## src/rtl/frm_pkg.sv

```systemverilog
package frm_pkg;

    localparam int unsigned FRM_BYTE_W = 8;
    localparam int unsigned FRM_CNT_W  = $clog2(FRM_BYTE_W);

    localparam logic [FRM_BYTE_W-1:0] FRM_A1_DEFAULT = 8'hF6;
    localparam logic [FRM_BYTE_W-1:0] FRM_A2_DEFAULT = 8'h28;

    // Byte-counter action chosen each serial clock
    typedef enum logic {
        CNT_ADVANCE = 1'b0,
        CNT_RESTART = 1'b1
    } cnt_action_e;

    // One beat on the parallel side
    typedef struct packed {
        logic [FRM_BYTE_W-1:0] data;
        logic                  en;
        logic                  fp;
    } rx_beat_t;

endpackage

```

## src/rtl/frm_pattern_match.sv

```systemverilog
module frm_pattern_match
    import frm_pkg::*;
#(
    parameter int unsigned           N_A1   = 3,
    parameter int unsigned           N_A2   = 3,
    parameter logic [FRM_BYTE_W-1:0] A1_VAL = FRM_A1_DEFAULT,
    parameter logic [FRM_BYTE_W-1:0] A2_VAL = FRM_A2_DEFAULT
) (
    input  logic                  clk,
    input  logic                  rst,
    input  logic                  sdin,
    output logic [FRM_BYTE_W-1:0] win_byte,
    output logic                  hit
);
    localparam int unsigned N_BYTES = N_A1 + N_A2;
    localparam int unsigned PAT_W   = N_BYTES * FRM_BYTE_W;

    logic [PAT_W-1:0] window;
    logic [PAT_W-1:0] pattern;

    // Framing word assembled byte by byte, oldest byte in the top slice
    for (genvar g = 0; g < N_BYTES; g++) begin : g_pat
        if (g < N_A1) begin : g_a1
            assign pattern[PAT_W-1-g*FRM_BYTE_W -: FRM_BYTE_W] = A1_VAL;
        end else begin : g_a2
            assign pattern[PAT_W-1-g*FRM_BYTE_W -: FRM_BYTE_W] = A2_VAL;
        end
    end

    always_ff @(posedge clk) begin
        if (rst) begin
            window <= '0;
        end else begin
            window <= {window[PAT_W-2:0], sdin};
        end
    end

    assign hit      = (window == pattern);
    assign win_byte = window[FRM_BYTE_W-1:0];

endmodule

```

## src/rtl/frm_oof_gate.sv

```systemverilog
module frm_oof_gate (
    input  logic clk,
    input  logic rst,
    input  logic oof,
    input  logic hit,
    output logic accept
);
    logic oof_prev;

    always_ff @(posedge clk) begin
        if (rst) begin
            oof_prev <= 1'b0;
        end else begin
            oof_prev <= oof;
        end
    end

    // A match is honoured while oof is high or in the clock right after it fell
    assign accept = hit & (oof | oof_prev);

endmodule

```

## src/rtl/frm_byte_timer.sv

```systemverilog
module frm_byte_timer
    import frm_pkg::*;
(
    input  logic clk,
    input  logic rst,
    input  logic restart,
    output logic load
);
    localparam logic [FRM_CNT_W-1:0] LAST = FRM_CNT_W'(FRM_BYTE_W - 1);

    logic [FRM_CNT_W-1:0] cnt;
    cnt_action_e          action;

    assign action = restart ? CNT_RESTART : CNT_ADVANCE;

    always_ff @(posedge clk) begin
        if (rst) begin
            cnt <= '0;
        end else begin
            unique case (action)
                CNT_RESTART: cnt <= '0;
                CNT_ADVANCE: cnt <= cnt + 1'b1;
                default:     cnt <= '0;
            endcase
        end
    end

    assign load = (cnt == LAST) | restart;

endmodule

```

## src/rtl/frm_out_stage.sv

```systemverilog
module frm_out_stage
    import frm_pkg::*;
(
    input  logic                  clk,
    input  logic                  rst,
    input  logic                  load,
    input  logic                  is_frame,
    input  logic [FRM_BYTE_W-1:0] win_byte,
    output rx_beat_t              beat
);
    always_ff @(posedge clk) begin
        if (rst) begin
            beat <= '0;
        end else begin
            beat.en <= load;
            beat.fp <= is_frame;
            if (load) begin
                beat.data <= win_byte;
            end
        end
    end

endmodule

```

## src/rtl/sonet_frame_aligner.sv

```systemverilog
module sonet_frame_aligner
    import frm_pkg::*;
#(
    parameter int unsigned           N_A1   = 3,
    parameter int unsigned           N_A2   = 3,
    parameter logic [FRM_BYTE_W-1:0] A1_VAL = FRM_A1_DEFAULT,
    parameter logic [FRM_BYTE_W-1:0] A2_VAL = FRM_A2_DEFAULT
) (
    input  logic                  clk,
    input  logic                  rst,
    input  logic                  sdin,
    input  logic                  oof,
    output logic [FRM_BYTE_W-1:0] rx_byte,
    output logic                  byte_en,
    output logic                  frame_pulse
);
    logic [FRM_BYTE_W-1:0] win_byte;
    logic                  hit;
    logic                  accept;
    logic                  load;
    rx_beat_t              beat;

    frm_pattern_match #(
        .N_A1  (N_A1),
        .N_A2  (N_A2),
        .A1_VAL(A1_VAL),
        .A2_VAL(A2_VAL)
    ) u_match (
        .clk     (clk),
        .rst     (rst),
        .sdin    (sdin),
        .win_byte(win_byte),
        .hit     (hit)
    );

    frm_oof_gate u_gate (
        .clk   (clk),
        .rst   (rst),
        .oof   (oof),
        .hit   (hit),
        .accept(accept)
    );

    frm_byte_timer u_timer (
        .clk    (clk),
        .rst    (rst),
        .restart(accept),
        .load   (load)
    );

    frm_out_stage u_out (
        .clk     (clk),
        .rst     (rst),
        .load    (load),
        .is_frame(accept),
        .win_byte(win_byte),
        .beat    (beat)
    );

    assign rx_byte     = beat.data;
    assign byte_en     = beat.en;
    assign frame_pulse = beat.fp;

endmodule

```

## config.mk

```make
export PLATFORM = sky130hd
export DESIGN_NAME = sonet_frame_aligner
export DESIGN_NICKNAME = d
export VERILOG_FILES = /design/src/rtl/frm_pkg.sv /design/src/rtl/frm_pattern_match.sv /design/src/rtl/frm_oof_gate.sv /design/src/rtl/frm_byte_timer.sv /design/src/rtl/frm_out_stage.sv /design/src/rtl/sonet_frame_aligner.sv
export SDC_FILE = /design/constraint.sdc
export NUM_CORES = 1
export LEC_CHECK = 0
export BUFFER_PORTS_ARGS = -buffer_cell sky130_fd_sc_hd__buf_2
export CAP_MARGIN = 20
export CELL_PAD_IN_SITES_DETAIL_PLACEMENT = 0
export CELL_PAD_IN_SITES_GLOBAL_PLACEMENT = 2
export CORE_MARGIN = 2
export CORE_UTILIZATION = 43
export DETAILED_ROUTE_END_ITERATION = 8
export PLACE_DENSITY_LB_ADDON = 0.1
export SLEW_MARGIN = 20
export SYNTH_ARGS = -nofsm -noshare
export SYNTH_HDL_FRONTEND = slang
export SYNTH_SLANG_ARGS = --single-unit
```

## constraint.sdc

```tcl
create_clock -name clk -period 3.6 [get_ports clk]
set_input_delay 0.36 -clock clk [delete_from_list [all_inputs] [get_ports clk]]
set_output_delay 0.36 -clock clk [all_outputs]
set_load 0.05 [all_outputs]
```

==> metrics.yaml <==
grt_busiest_layer: "met2"
crit_chain: "or4b_4 -> nor4_4 -> a41oi_4 -> mux2_4"
p_sw_uw: 253.5
drive_gt1_share_pct: 22.65
maxSlewViolCount: 0
detailroute.via_count: 1103
pin_count: 14
clk_pin_slew_ns: 0.06
drc: 0
cts_buffers: 9
die_y_um: 71.72
timing.rr.start: "u_match.window[7]"
fmax_mhz: 528.4
use_met2_pct: 18.42
rr_endpoint: "u_out.beat[7]"
worst_slew_pin_slew_ns: 1.024
synth_area_per_cell_um2: 12.48
min_path_cells: 2
min_path_type: "in2reg"
synth_nets: 164
status: "finished clean"
cpMaxStageDelayCell: "or4b_4"
p_int_mw: 1.051
grt_pass1_vias: 1135
gr-total-overflow: 0
post-cts-setup-buffers: 0
drt_wl_total_um: 2967
drt_iter0_drc: 40
async_flop_share_pct: 0
synth.distinct_cells: 22
synth_commonest_cells: "dfxtp_1 (62), nor2b_1 (58), clkbuf_1 (6), mux2_2 (6), nor4b_1 (4)"
swShare_pct: 19.44
power.density_nw_per_um2: 572.1
multiInputGateArea_um2: 708.2
nets: 182
cts-htree-levels: 3
cpPeakStageDelay_ns: 0.54
setup_viol: 0
yosysTopAreaCell: "dfxtp_1"
p_clk_share_pct: 45.4
groute.usage.overall_pct: 13.64
area_delta_synth_final_pct: 15.61
fin_worst_skew_ns: 0.007550
comb_power_share_pct: 1.4
die_x_um: 71.72
final_antenna_net_count: 0
clk_latency_ns: 0.32
hold_start: "sdin"
gp_congestion: 0.8139
r2r_cells: 4
seqPwrFrac_pct: 53.2
period_share_pct: 52.57
synth_area_leaders: "dfxtp_1 (63%), nor2b_1 (18%), mux2_2 (3.4%), nor4b_1 (1.8%), mux2_4 (1.5%)"
p_leak_nw: 0.9291
place_hpwl_um: 1872
synth_edf_count: 0
globalRouteMet1Util_pct: 16.33
via_per_inst: 4.734
min_period_ns: 1.893
final_hold_viol_count: 0
cts-resized-gates: 0
holdPathEnd: "u_match.window[0]"
cap_violations: 0
fill_cells: 391
synth-seq-cells: 62
postCtsHoldBufs: 0
rrSetupSlack_ns: 1.71
relSlewSlack_pct: 31.77
diodes: 0
cts_num_sinks: 62
cts_root_buf: "clkbuf_8"
critPathRequiredTime_ns: 3.81
syn_inst: 158
setup_tns_ns: 0
portBuffers: 13
rows: 24
yosys_most_used_dff: "dfxtp_1"
critPathBufInv: 0
synth_top_cell_area_share_pct: 62.94
wire_per_inst_um: 12.73
grt_max_degree: 63
grt_pass1_wl_um: 5099
syn_area_um2: 1972
critPathKind: "reg2reg"
peakVddDrop_uv: 350.2
use_met3_pct: 8.720
antenna_found_initial: 0
seq_area_um2: 1241
initial_core_util_pct: 44.98
rsz0062_at_grt: "false"
cpLargestDelayFamily: "simple AND/OR/NAND/NOR gates"
dpl-instance-area_um2: 2079
cts_tree: "yes"
dieArea_um2: 5144
cp_max_fo: 9
arrival_ns: 2.11
ys_seq_area_share_pct: 62.94
yosysWarnings: 0
clk_path_buf_depth: 2
critPathLaunchType: "flip-flop"
stdcell_area_um2: 2280
core_area_um2: 4384
end_kind: "flip-flop"
firstDrtPassIters: 4
synth.most_common_cell: "dfxtp_1"
how the worst max path moves through the flow:
stage / start / to / slack, ns / depth (start not counted)
after CTS: u_match.window[7] / u_out.beat[7] / 1.70 / 4
after detailed placement: u_match.window[7] / u_out.beat[7] / 1.73 / 4
after global routing: u_match.window[7] / u_out.beat[7] / 1.65 / 4
final: u_match.window[7] / u_out.beat[7] / 1.71 / 4
after floorplan: u_match.window[7] / u_out.beat[7] / 1.83 / 4
after global placement: u_match.window[7] / u_out.beat[8] / 1.76 / 4
cell usage in the layout (no fill, tap or decap):
cell / count
o21a_1: 1
nor4b_1: 4
buf_2: 13
clkbuf_8: 11
nor2_1: 1
or4b_4: 1
ha_1: 2
or4bb_1: 2
nor4_4: 1
a41oi_4: 1
and4_2: 1
nor3_1: 1
dfxtp_1: 62
nand4bb_1: 1
nor2b_1: 58
mux2_4: 2
nor3b_1: 2
mux2_2: 6
bufinv_16: 1
nand4b_1: 1
clkbuf_1: 1
nor4bb_1: 1
nand4_1: 2
and4_1: 1
nor3_2: 1
clkinv_2: 3
power groups by stage:
stage	combinational [mW]	sequential, mW	clock, mW
3_3_place_gp	0.0180	0.708	0
6_report	0.0182	0.693	0.593
5_1_grt	0.0209	0.693	0.650
2_1_floorplan	0.0139	0.708	0
4_1_cts	0.0187	0.693	0.615
3_5_place_dp	0.0186	0.708	0
sequential cells by signal, summed over array words and instances, names as in the netlist:
register         flops
u_timer.cnt          3
u_out.beat          10
u_gate.oof_prev      1
u_match.window      48
cells by family (layout without fill, tap and decap cells):
kind of cell | Yosys count | count (layout) | synth area share, %
mux | 8 | 8 | 4.949
fa+ha+maj | 2 | 2 | 1.269
flops | 62 | 62 | 62.94
buf+inv | 6 | 29 | 1.142
simple gates | 78 | 78 | 27.92
compound gates | 2 | 2 | 1.777
worst reg2reg max path, delay by kind of cell, from the launching register on:
family             cells  cell delay [ns]
and+or+nand+nor        2             0.84
DFF                    1             0.31
AOI/OAI and AO/OA      1             0.28
muxes                  1             0.36
layout make-up:
class	count	area share [%]
Timing Repair Buffer	13	2.854
Clock inverter	4	1.976
Sequential cell	62	54.45
Tap cell	52	2.854
Multi-Input combinational cell	90	31.06
Clock buffer	12	6.806
through the flow:
| step | total power [mW] | std cells | setup WS, ns | utilization, % | hold WS (ns) |
|---|---|---|---|---|---|
| floorplan | 0.7221 | 158 | 1.834 | - | 0.4043 |
| global placement | 0.7262 | 217 | 1.761 | 47.43 | 0.4153 |
| detailed placement | 0.7270 | 217 | 1.732 | 47.43 | 0.4287 |
| CTS | 1.327 | 233 | 1.699 | 52.00 | 0.2204 |
| global route | 1.364 | 233 | 1.653 | 52.00 | 0.2652 |
| finish | 1.304 | 233 | 1.707 | 52.00 | 0.2405 |
layer usage:
| layer | vias up | wire length [um] |
|---|---|---|
| met4 | 0 | 62 |
| met2 | 20 | 1256 |
| met1 | 516 | 1491 |
| li1 | 561 | - |
| met3 | 6 | 157 |
| met5 | - | 0 |
Power figures use the tool's default switching activity.
